[config.mk]
export PLATFORM = sky130hd
export DESIGN_NAME = stoch_neuron
export DESIGN_NICKNAME = d
export VERILOG_FILES = /design/src/rtl/sn_pkg.sv /design/src/rtl/sn_synapse.sv /design/src/rtl/sn_prescaler.sv /design/src/rtl/sn_integrator.sv /design/src/rtl/sn_pulse_gen.sv /design/src/rtl/stoch_neuron.sv
export SDC_FILE = /design/constraint.sdc
export NUM_CORES = 1
export LEC_CHECK = 0
export BUFFER_PORTS_ARGS = -buffer_cell sky130_fd_sc_hd__clkbuf_2
export CAP_MARGIN = 20
export CORE_ASPECT_RATIO = 1.1
export CORE_MARGIN = 1
export CORE_UTILIZATION = 54
export CTS_CLUSTER_SIZE = 8
export DETAILED_ROUTE_END_ITERATION = 8
export PLACE_DENSITY = 0.72
export SKIP_LAST_GASP = 1
export SLEW_MARGIN = 20
export SYNTH_ARGS = -nofsm -noshare
export SYNTH_HDL_FRONTEND = slang
export SYNTH_HIERARCHICAL = 1
export SYNTH_SLANG_ARGS = --single-unit
[constraint.sdc]
create_clock -name clk -period 9.6 [get_ports clk]
set_input_delay 0.48 -clock clk [delete_from_list [all_inputs] [get_ports clk]]
set_output_delay 0.48 -clock clk [all_outputs]
set_load 0.05 [all_outputs]
[src/rtl/sn_pkg.sv]
// Shared helpers for the stochastic neuron: generator step and seed derivation.
// Assumes a 16-bit maximal-length shift-register generator.
package sn_pkg;
    localparam int GEN_W = 16;

    // Advance the generator by one state (taps 16,15,13,4).
    function automatic logic [GEN_W-1:0] gen_step(input logic [GEN_W-1:0] s);
        return {s[GEN_W-2:0], s[15] ^ s[14] ^ s[12] ^ s[3]};
    endfunction

    // Derive a non-zero per-generator start state from the common seed.
    function automatic logic [GEN_W-1:0] seed_for(input logic [GEN_W-1:0] base,
                                                  input int unsigned idx);
        logic [GEN_W-1:0] m;
        m = base ^ (GEN_W'(idx + 1) * 16'h9E37);
        if (m == '0) m = 16'h0001;
        return m;
    endfunction
endpackage

[src/rtl/sn_synapse.sv]
// One synapse: a private generator turns the weight into a pulse train, and an
// AND gate multiplies it with the input train. Assumes WGT_W <= 16.
module sn_synapse #(
    parameter int WGT_W = 8,
    parameter int IDX   = 0
) (
    input  logic             clk,
    input  logic             rst_n,
    input  logic             load,
    input  logic [15:0]      seed,
    input  logic [WGT_W-1:0] weight,
    input  logic             in_pulse,
    output logic             prod
);
    import sn_pkg::*;

    logic [GEN_W-1:0] gen_q;

    // Generator state: reloaded at window start, otherwise free running.
    always_ff @(posedge clk) begin
        if (!rst_n)     gen_q <= seed_for(16'h0001, IDX);
        else if (load)  gen_q <= seed_for(seed, IDX);
        else            gen_q <= gen_step(gen_q);
    end

    assign prod = in_pulse && (gen_q[WGT_W-1:0] < weight);
endmodule

[src/rtl/sn_prescaler.sv]
// Divide-by-N prescaler: emits one tick per N merged pulses while enabled.
// A divisor of 0 behaves as 2**PRE_W.
module sn_prescaler #(
    parameter int PRE_W = 8
) (
    input  logic             clk,
    input  logic             rst_n,
    input  logic             clear,
    input  logic             en,
    input  logic             din,
    input  logic [PRE_W-1:0] div,
    output logic             tick
);
    logic [PRE_W-1:0] cnt_q;
    logic             last;

    assign last = (cnt_q == div - 1'b1);
    assign tick = en && din && last;

    // Pulse counter: restarts at window start and after each tick.
    always_ff @(posedge clk) begin
        if (!rst_n || clear) cnt_q <= '0;
        else if (en && din)  cnt_q <= last ? '0 : cnt_q + 1'b1;
    end
endmodule

[src/rtl/sn_integrator.sv]
// Saturating up-counter that accumulates prescaler ticks.
module sn_integrator #(
    parameter int INT_W = 16
) (
    input  logic             clk,
    input  logic             rst_n,
    input  logic             clear,
    input  logic             inc,
    output logic [INT_W-1:0] level
);
    // Accumulate ticks, holding at all-ones instead of wrapping.
    always_ff @(posedge clk) begin
        if (!rst_n || clear)       level <= '0;
        else if (inc && ~&level)   level <= level + 1'b1;
    end
endmodule

[src/rtl/sn_pulse_gen.sv]
// Output generator: a registered pulse fires when a CMP_W-bit random value is
// below the integrator level, so density tracks level / 2**CMP_W.
module sn_pulse_gen #(
    parameter int INT_W = 16,
    parameter int CMP_W = 8,
    parameter int IDX   = 4
) (
    input  logic             clk,
    input  logic             rst_n,
    input  logic             load,
    input  logic [15:0]      seed,
    input  logic [INT_W-1:0] level,
    output logic             out_pulse
);
    import sn_pkg::*;

    localparam int W = (INT_W > CMP_W) ? INT_W : CMP_W;

    logic [GEN_W-1:0] gen_q;

    // Generator state: reloaded at window start, otherwise free running.
    always_ff @(posedge clk) begin
        if (!rst_n)     gen_q <= seed_for(16'h0001, IDX);
        else if (load)  gen_q <= seed_for(seed, IDX);
        else            gen_q <= gen_step(gen_q);
    end

    // Compare the random slice with the level and register the result.
    always_ff @(posedge clk) begin
        if (!rst_n) out_pulse <= 1'b0;
        else        out_pulse <= W'(gen_q[CMP_W-1:0]) < W'(level);
    end
endmodule

[src/rtl/stoch_neuron.sv]
// Stochastic pulse-stream neuron top: configuration registers, window control,
// N_SYN synapses merged by OR, prescaler, integrator and output generator.
// Assumes start is a single-cycle strobe; configuration is written before start.
module stoch_neuron #(
    parameter int N_SYN   = 4,
    parameter int WGT_W   = 8,
    parameter int PRE_W   = 8,
    parameter int INT_W   = 16,
    parameter int WIN_LEN = 256,
    parameter int ADDR_W  = $clog2(N_SYN + 2)
) (
    input  logic              clk,
    input  logic              rst_n,
    input  logic              start,
    input  logic [N_SYN-1:0]  in_pulse,
    input  logic              cfg_we,
    input  logic [ADDR_W-1:0] cfg_addr,
    input  logic [15:0]       cfg_wdata,
    output logic              out_pulse,
    output logic              busy,
    output logic              done,
    output logic [INT_W-1:0]  level
);
    localparam int CNT_W = (WIN_LEN > 1) ? $clog2(WIN_LEN) : 1;

    logic [WGT_W-1:0] weight_q [N_SYN];
    logic [PRE_W-1:0] div_q;
    logic [15:0]      seed_q;
    logic [CNT_W-1:0] win_cnt_q;
    logic [N_SYN-1:0] prod;
    logic             merged;
    logic             tick;

    // Configuration registers written through the host port.
    always_ff @(posedge clk) begin
        if (!rst_n) begin
            for (int i = 0; i < N_SYN; i++) weight_q[i] <= '0;
            div_q  <= PRE_W'(1);
            seed_q <= 16'h0001;
        end else if (cfg_we) begin
            for (int i = 0; i < N_SYN; i++)
                if (cfg_addr == ADDR_W'(i)) weight_q[i] <= cfg_wdata[WGT_W-1:0];
            if (cfg_addr == ADDR_W'(N_SYN))     div_q  <= cfg_wdata[PRE_W-1:0];
            if (cfg_addr == ADDR_W'(N_SYN + 1)) seed_q <= cfg_wdata;
        end
    end

    // Window control: start opens a WIN_LEN-edge window, done marks its end.
    always_ff @(posedge clk) begin
        if (!rst_n) begin
            busy      <= 1'b0;
            done      <= 1'b0;
            win_cnt_q <= '0;
        end else if (start) begin
            busy      <= 1'b1;
            done      <= 1'b0;
            win_cnt_q <= '0;
        end else if (busy) begin
            if (win_cnt_q == CNT_W'(WIN_LEN - 1)) begin
                busy <= 1'b0;
                done <= 1'b1;
            end else begin
                win_cnt_q <= win_cnt_q + 1'b1;
            end
        end
    end

    for (genvar g = 0; g < N_SYN; g++) begin : g_syn
        sn_synapse #(.WGT_W(WGT_W), .IDX(g)) u_syn (
            .clk      (clk),
            .rst_n    (rst_n),
            .load     (start),
            .seed     (seed_q),
            .weight   (weight_q[g]),
            .in_pulse (in_pulse[g]),
            .prod     (prod[g])
        );
    end

    assign merged = |prod;

    sn_prescaler #(.PRE_W(PRE_W)) u_pre (
        .clk   (clk),
        .rst_n (rst_n),
        .clear (start),
        .en    (busy),
        .din   (merged),
        .div   (div_q),
        .tick  (tick)
    );

    sn_integrator #(.INT_W(INT_W)) u_int (
        .clk   (clk),
        .rst_n (rst_n),
        .clear (start),
        .inc   (tick),
        .level (level)
    );

    sn_pulse_gen #(.INT_W(INT_W), .CMP_W(WGT_W), .IDX(N_SYN)) u_out (
        .clk       (clk),
        .rst_n     (rst_n),
        .load      (start),
        .seed      (seed_q),
        .level     (level),
        .out_pulse (out_pulse)
    );
endmodule

# Word level (Yosys, flattened, before mapping)
# Memory sizes are Yosys's and may differ from the RTL's.
# Cells that the tools add are included.
[word_totals]
regBits = 139
ramBits = 32
n_memories = 1
[memory_table]
columns = ["memory", "words", "width", "read_ports", "rd_clocked_by_memory_dff", "write_ports", "line_no", "rtl"]
rows = [
  ["weight_q", 4, 8, 4, 0, 4, "stoch_neuron.sv:26", "logic [WGT_W-1:0] weight_q [N_SYN];"],
]
[classes]
n_addsub = 4
n_lt_le_gt_ge = 5
n_eq_ne = 7
mux = 35
n_bitwise = 26
reduce_logical = 23
[ops]
columns = ["operator", "n"]
rows = [
  ["$mux W16", 10],
  ["$logic_not A16 Y1", 5],
  ["$mux W8", 5],
  ["$lt A8 B8 Y1", 4],
  ["$not A9 Y9", 3],
  ["$mux W1", 20],
  ["$add A16 B1 Y16 const B", 1],
  ["$add A8 B1 Y8 const B", 2],
  ["$lt A8 B16 Y1", 1],
  ["$reduce_and A16 Y1", 1],
  ["$xor A1 B1 Y1", 15],
  ["$not A10 Y10", 1],
  ["$eq A8 B8 Y1", 1],
  ["$eq A8 B8 Y1 const B", 1],
  ["$reduce_and A2 Y1", 4],
  ["$sub A8 B1 Y8 const B", 1],
  ["$logic_and A1 B1 Y1", 7],
  ["$not A7 Y7", 1],
  ["$eq A3 B2 Y1 const B", 2],
  ["$eq A3 B3 Y1 const B", 2],
  ["$or A1 B1 Y1", 4],
  ["$reduce_or A4 Y1", 1],
  ["$eq A3 B1 Y1 const B", 1],
  ["$logic_not A3 Y1", 1],
  ["4 further kinds", 6],
]

# Longest topological paths before layout
# Gate-level depths: netlist of the first run.
[logic_depth]
ltp_word = 6
depth_mapped = 14
mapped_depth_nobuf = 14

# Hierarchy
# The synthesis of the first run kept the hierarchy.
[by_module_without_submodules]
columns = ["module", "instances", "cells_each", "area_per_inst_um2"]
rows = [
  ["stoch_neuron", 1, 227, 2681.3],
  ["sn_pulse_gen", 1, 97, 874.6],
  ["sn_integrator", 1, 96, 854.6],
  ["sn_synapse (g_syn[2].u_syn)", 1, 94, 842.1],
  ["sn_synapse (g_syn[1].u_syn)", 1, 88, 839.6],
  ["sn_synapse (g_syn[0].u_syn)", 1, 93, 835.8],
  ["sn_synapse (g_syn[3].u_syn)", 1, 88, 810.8],
  ["sn_prescaler", 1, 80, 649.4],
]

# Worst setup path after synthesis of the first run
# OpenSTA, ideal clock, no wires.
[synth_path]
kind = "reg-to-reg"
from = "memory weight_q[0][3]"
to = "register u_int.level[9]"
setup_ns = 0.071
arrival_time_ns = 3.356
t_required_ns = 9.529
setup_slack_ns = 6.174
path_stages_with_launch = 15
n_path_buf = 0
path_cell_list = "edfxtp_1 -> inv_1 -> ha_1 -> a2111oi_2 -> o21ai_1 -> a41oi_2 -> or4_1 -> nand2_1 -> nor3_1 -> nand4_1 -> a211oi_4 -> nand2_1 -> or3_4 -> or4_1 -> a21oi_1"
[synth_rtl]
columns = ["element", "line_no", "rtl"]
rows = [
  ["from (decl)", "stoch_neuron.sv:26", ""],
  ["to (signal assigned)", "sn_integrator.sv:14", "else if (inc && ~&level) level <= level + 1'b1;"],
  ["to (decl)", "sn_integrator.sv:9", "output logic [INT_W-1:0] level"],
]

==> flow_summary_export.csv, run 1 <==
group,metric,value,unit
die,coreArea,0.0151,mm^2
routing,wl_per_cell,17.4,um
logic_synthesis,synth_cell_types,73,
layout,final_core_util,61.1,%
setup_path,arrival,4.18,ns
layout,num-fill-cells,1277,
setup_path,r2r_cells,14,
routing,detailedRoute.firstPassIterationCount,5,
layout,area_growth,10.1,%
timing,finalCriticalPeriod,3.82,ns
timing,setup_viol,0,
setup_path,r2r_slack,5.78,ns
setup_path,cp-start-kind,"flip-flop",
place,globalplace.congestion,0.805,
clock_tree,cts_tree,"yes",
place,dpl.cell_count,1070,
logic_synthesis,synth_most_common_cell,"dfxtp_1",
logic_synthesis,netlist_top_cells_count,"139 x dfxtp_1, 120 x nand2_1, 58 x o21ai_0, 46 x mux2i_1, 43 x inv_1",
routing,drt_wl_total,19200,um
clock_tree,clk-insertion-delay-late,0.43,ns
min_path,worstHoldPathCells,3,
timing,worst_pin_slew,0.824,ns
setup_path,end_kind,"flip-flop",
die,die-height,133,um
global_routing,grtUsageTotal,25.2,%
timing,hold_viol,0,
layout,final_nets,959,
setup_path,crit_type,"reg -> reg",
routing,viasPerCell,5.65,
clock_tree,cts_buffers,17,
clock_tree,clk_pin_slew,0.07,ns
routing,route.detailed.drc,0,
clock_tree,cts_hold_buf,0,
timing,whs,0.270,ns
die,dieArea,0.0160,mm^2
setup_path,worstPathMaxFanout,11,
die,rows,47,
die,dieWidth,121,um
clock_tree,cts_root_buffer,"clkbuf_16",
place,dpl.hpwl,12400,um
timing,max_freq,262,MHz
global_routing,antenna_found_initial,1,
routing,ant_nets,0,
min_path,min_from,"cfg_wdata[8]",
logic_synthesis,yosysSeqAreaShare,44.6,%
global_routing,overflow,0,
flow_run,maxCapViolations,0,
timing,fin_tns_setup,0,ns
outcome,outcome,"completed",
power_and_ir_drop,p_per_area,170,mW/mm^2
logic_synthesis,synth-edff-count,32,
logic_synthesis,ys_warn_count,6,
logic_synthesis,synthCells,863,
layout,drive_gt1_share,12.0,%
logic_synthesis,mappedNetlistNets,929,
power_and_ir_drop,power.leakage,3.57,nW
die,num_io_pins,46,
timing,fin_crit_sh,39.8,%
logic_synthesis,synth_top_cell_area_share,33.2,%
logic_synthesis,synth_area,0.00839,mm^2
die,initial_core_util,55.5,%
place,port_buffers,45,
logic_synthesis,synth_top_area_cell,"dfxtp_1",
clock_tree,post_cts_buffers,0,
clock_tree,clockBufferDepth,2,
setup_path,r2r-start,"weight_q[0][3]$_SDFFCE_PN0P_",
layout,stdcell_count,1103,
logic_synthesis,synth_area_per_cell,9.72,um^2
timing,skew,0.00758,ns
logic_synthesis,synth_area_leaders,"dfxtp_1 33%, edfxtp_1 11%, ha_1 5.8%",
routing,drtIter0Drc,453,
power_and_ir_drop,vdd_ir_drop_max,0.130,mV
global_routing,grt_pass1_wl,30900,um
global_routing,grt_pass1_vias,5881,
clock_tree,cts_resized,0,
logic_synthesis,ys.flop_type,"dfxtp_1",
timing,slew_viol_final,0,
clock_tree,clock-sinks,171,
logic_synthesis,ys_async_sr_fraction,0,%
power_and_ir_drop,total_power,1.57,mW
setup_path,cp_data_required_time,9.96,ns
timing,relSlewSlack,45.0,%
logic_synthesis,ys_ff_latch,171,
routing,dr_total_vias,6229,
global_routing,grt_max_degree,70,
timing,rsz0062_at_grt,"false",
setup_path,r2r-end,"u_int/level[9]$_SDFFE_PP0P_",
min_path,holdPathEnd,"seed_q[8]$_SDFFE_PN0P_",
clock_tree,htreeDepth,4,
min_path,hold_class,"in -> reg",
[cell families (layout without fill, tap and decap cells)]
logic type	count (synthesis)	count (layout)	synth area share, %
other	0	1	0
buffers and inverters	81	124	4.47
adders and majority gates	39	39	5.82
xor gates and xnor gates	35	35	3.65
DFF	171	171	44.6
muxes	47	47	5.62
and+or+nand+nor	334	334	22.8
AOI/OAI and AO/OA	156	156	13.0
[metal layers]
metal / track usage [%] / part of all wire [%] / vias to the layer above
met5: 0 / 0 / -
met4: 9.26 / 2.1 / 0
met3: 5.78 / 4.5 / 35
met2: 40.2 / 47 / 124
met1: 33.2 / 46 / 2976
li1: - / - / 3094
[report_power, final]
group | total (mW) | internal, mW | switching (mW)
logic | 0.140 | 0.0573 | 0.0823
registers | 0.782 | 0.761 | 0.0216
clock network | 0.650 | 0.355 | 0.294
total | 1.57 | 1.17 | 0.398
[critical path, cell delays in order, from the launching register on]
cell	delay, ns
edfxtp_1	0.32
inv_1	0.04
ha_1	0.31
a2111oi_2	0.35
o21ai_1	0.12
a41oi_2	0.19
or4_1	0.23
nand2_1	0.14
nor3_1	0.19
nand4_1	0.15
a211oi_4	0.54
nand2_1	0.18
or3_4	0.42
or4_1	0.41
a21oi_1	0.15
[cell usage in the layout, fill, tap and decap left out, types with 5 or more instances in the layout]
master	instances
dfxtp_1	139
nand2_1	120
o21ai_0	57
mux2i_1	46
inv_1	43
clkbuf_2	43
ha_1	39
nor2b_1	36
and2_1	34
edfxtp_1	32
nor2_1	30
xnor2_1	27
a21boi_0	24
a21oi_1	17
clkbuf_16	17
nor3_1	15
nand2b_1	12
nand4_1	11
a21boi_1	9
nand3_1	9
or4_1	8
xor2_1	8
o21ai_1	7
and4_1	7
a31oi_1	7
nor3b_1	7
and3_1	5
nor4bb_1	5
clkinvlp_4	5
[worst max path at each step]
stage	start	endpoint	slack (ns)	cells after the start
finish	weight_q[0][3]$_SDFFCE_PN0P_	u_int/level[9]$_SDFFE_PP0P_	5.78	14
detailed placement	weight_q[0][3]$_SDFFCE_PN0P_	u_int/level[9]$_SDFFE_PP0P_	5.82	14
CTS	weight_q[0][3]$_SDFFCE_PN0P_	u_int/level[9]$_SDFFE_PP0P_	5.81	14
global route	weight_q[0][3]$_SDFFCE_PN0P_	u_int/level[15]$_SDFFE_PP0P_	5.40	14
floorplan	weight_q[0][3]$_SDFFCE_PN0P_	u_int/level[9]$_SDFFE_PP0P_	6.17	14
global placement	weight_q[2][3]$_SDFFCE_PN0P_	u_int/level[9]$_SDFFE_PP0P_	5.93	14
[area by class of cell]
type	instances	area (um^2)	share of cell area, %
diodes	1	2.50	0.0271
clock buffers	17	425	4.61
clock inverters	15	124	1.34
inverters	44	165	1.79
multi-input cells	611	4280	46.3
flip-flops and latches	171	3740	40.5
well taps	196	245	2.66
repair buffers	48	250	2.71
[sequential cells by signal, summed over array words and instances (netlist names)]
register	count
busy	1
win_cnt_q	8
weight_q	32
u_out/gen_q	16
div_q	8
u_int/level	16
u_out/out_pulse	1
seed_q	16
g_syn.u_syn/gen_q	64
u_pre/cnt_q	8
done	1
[per-stage QoR]
step | setup WS [ns] | instance area [um^2]
2_1_floorplan | 6.17 | 8390
3_3_place_gp | 5.93 | 8670
3_5_place_dp | 5.82 | 8680
4_1_cts | 5.81 | 9230
5_1_grt | 5.40 | 9230
6_report | 5.78 | 9240
No activity file was read; power rests on OpenSTA's default activity.
==> run 2, diff against run 1 <==
--- a/config.mk
+++ b/config.mk
@@ -12,7 +12,7 @@
 export CORE_UTILIZATION = 54
 export CTS_CLUSTER_SIZE = 8
 export DETAILED_ROUTE_END_ITERATION = 8
-export PLACE_DENSITY = 0.72
+export PLACE_DENSITY = 0.75
 export SKIP_LAST_GASP = 1
 export SLEW_MARGIN = 20
 export SYNTH_ARGS = -nofsm -noshare
==> constraint.sdc (replaced) <==
create_clock -name clk -period 3.47 [get_ports clk]
set_input_delay 0.1735 -clock clk [delete_from_list [all_inputs] [get_ports clk]]
set_output_delay 0.1735 -clock clk [all_outputs]
set_load 0.05 [all_outputs]
==> run 2 against run 1 <==
Against the previous run:
- final area is 2.4% higher
- fmax increased by 17%
- count of clock-buffer cells in the layout rose by 9
- power rose to 2.8 times the previous value
- critical path depth stayed put
- clock skew grew 0.0024 ns
- critical endpoint is now u_int/level[7]$_SDFFE_PP0P_
- non-clock buffer count increased by 21
- setup slack lost 5.6 ns
- global-route usage is 0.44 points lower
- core utilization grew 1.5 points
- via count up 1.0%
- register-to-register slack got worse by 5.6 ns
==> flow_summary_export.csv, run 2 (same netlist as run 1, synthesis figures left out) <==
group,metric,value,unit
setup_path,endpoint,"u_int/level[7]$_SDFFE_PP0P_",
layout,stdcell_count,1123,
routing,drtIter0Drc,379,
power_and_ir_drop,total_power,4.42,mW
place,port_buffers,45,
clock_tree,htreeDepth,4,
global_routing,grt_pass1_wl,30600,um
setup_path,r2r-end,"u_int/level[7]$_SDFFE_PP0P_",
timing,fin_tns_setup,0,ns
power_and_ir_drop,power_frac_clock,41.6,%
layout,layout_commonest_cell,"dfxtp_1",
routing,ant_nets,0,
timing,fin_crit_sh,94.4,%
die,rows,47,
global_routing,antenna_found_initial,0,
layout,diodes,0,
power_and_ir_drop,vdd_ir_drop_max,0.333,mV
routing,route.detailed.drc,0,
min_path,hold_class,"in -> reg",
routing,drt_wl_total,18700,um
power_and_ir_drop,power.switching,1.04,mW
die,initial_core_util,55.5,%
die,dieWidth,121,um
timing,setup_viol,0,
routing,dr_total_vias,6291,
layout,largest_reg_flops,64,
outcome,outcome,"completed",
clock_tree,clock-sinks,171,
flow_run,maxCapViolations,0,
layout,final_nets,980,
place,dpl.cell_count,1080,
setup_path,worstPathMaxFanout,9,
setup_path,cp_data_required_time,3.84,ns
timing,hold_viol,0,
timing,max_freq,305,MHz
power_and_ir_drop,power.leakage,3.69,nW
setup_path,end_kind,"flip-flop",
routing,wl_per_cell,16.6,um
setup_path,arrival,3.64,ns
setup_path,cp-start-kind,"flip-flop",
clock_tree,clockBufferDepth,2,
clock_tree,clk-insertion-delay-late,0.44,ns
clock_tree,cts_tree,"yes",
power_and_ir_drop,p_sw_share,23.6,%
setup_path,critPathLaunch,"weight_q[2][3]$_SDFFCE_PN0P_",
die,num_io_pins,46,
setup_path,r2r_slack,0.20,ns
clock_tree,cts_root_buffer,"clkbuf_16",
routing,viasPerCell,5.60,
die,die-height,133,um
layout,final_cell_mix,"139 x dfxtp_1, 119 x nand2_1, 56 x o21ai_0, 46 x mux2i_1",
place,globalplace.congestion,0.819,
layout,top_register,"g_syn.u_syn/gen_q",
timing,relSlewSlack,48.6,%
timing,finalCriticalPeriod,3.27,ns
layout,area_growth,12.8,%
global_routing,grtUsageTotal,24.8,%
timing,rsz0062_at_grt,"false",
die,coreArea,0.0151,mm^2
die,dieArea,0.0160,mm^2
clock_tree,clk_pin_slew,0.06,ns
setup_path,crit_type,"reg -> reg",
timing,worst_pin_slew,0.766,ns
global_routing,grt_pass1_vias,5960,
power_and_ir_drop,pwr-share-comb,9.4,%
global_routing,overflow,0,
global_routing,grt_max_degree,42,
layout,drive_gt1_share,13.3,%
layout,reg_top3,"g_syn.u_syn/gen_q: 64 flops, weight_q: 32 flops",
power_and_ir_drop,p_int,3.38,mW
routing,detailedRoute.firstPassIterationCount,5,
power_and_ir_drop,p_per_area,467,mW/mm^2
clock_tree,cts_buffers,17,
setup_path,r2r-start,"weight_q[2][3]$_SDFFCE_PN0P_",
place,dpl.hpwl,12400,um
timing,skew,0.00995,ns
power_and_ir_drop,pwr-share-seq,49.0,%
setup_path,r2r_cells,14,
timing,slew_viol_final,0,
## run 2: power groups by stage
stage	Sequential, mW	Clock (mW)	Combinational (mW)
2_1_floorplan	2.19	0	0.285
6_report	2.16	1.84	0.417
3_3_place_gp	2.21	0	0.387
3_5_place_dp	2.21	0	0.396
5_1_grt	2.17	1.95	0.465
4_1_cts	2.16	1.87	0.407
## run 2: layout make-up
type | count | area (um^2)
Clock inverter | 6 | 60.1
Tap cell | 196 | 245
Inverter | 44 | 165
Sequential cell | 171 | 3740
Fill cell | 1251 | 5650
Clock buffer | 26 | 512
Timing Repair Buffer | 69 | 432
Multi-Input combinational cell | 611 | 4300
## run 2: what timing repair did
action	in CTS	in global routing
resized for setup	0	7
buffers inserted	0	3
setup endpoints to repair	0	8
hold buffers	8	0
hold endpoints to repair	8	0
## run 2: per-stage QoR
step                      instance area, um^2  util (%)  setup WS, ns  hold slack (ns)
after floorplan                          8390         -        0.0438            0.296
after global routing                     9460      62.6       0.00317            0.109
final                                    9460      62.6         0.195           0.0937
after detailed placement                 8750      57.9        0.0401            0.408
after CTS                                9410      62.2        0.0344           0.0799
after global placement                   8750      57.9        0.0930            0.402
## run 2: layer usage
| metal | global-route usage [%] | wire [um] |
|---|---|---|
| met5 | 0 | 0 |
| met1 | 31.8 | 8570 |
| met3 | 5.13 | 729 |
| met4 | 10.6 | 455 |
| met2 | 40.2 | 8910 |
## run 2: worst min path at each step
stage / start / endpoint / slack [ns] / depth (start not counted)
after floorplan: cfg_wdata[0] / seed_q[0]$_SDFFE_PN1P_ / 0.30 / 2
after global placement: cfg_wdata[9] / seed_q[9]$_SDFFE_PN0P_ / 0.40 / 3
after detailed placement: cfg_wdata[9] / seed_q[9]$_SDFFE_PN0P_ / 0.41 / 3
after CTS: cfg_wdata[6] / seed_q[6]$_SDFFE_PN0P_ / 0.08 / 3
after global routing: cfg_wdata[6] / seed_q[6]$_SDFFE_PN0P_ / 0.11 / 3
final: cfg_wdata[6] / seed_q[6]$_SDFFE_PN0P_ / 0.09 / 3
## run 2: worst max-delay path, stage by stage, from the launching register on
cell,delay (ns)
edfxtp_1,0.32
inv_1,0.04
ha_1,0.33
a2111oi_4,0.36
o21ai_2,0.10
a41oi_2,0.20
or4_4,0.16
nand2_1,0.07
nor3_2,0.12
nand4_1,0.15
a211oi_4,0.28
buf_6,0.16
o41ai_4,0.11
or4_2,0.64
a21oi_2,0.16
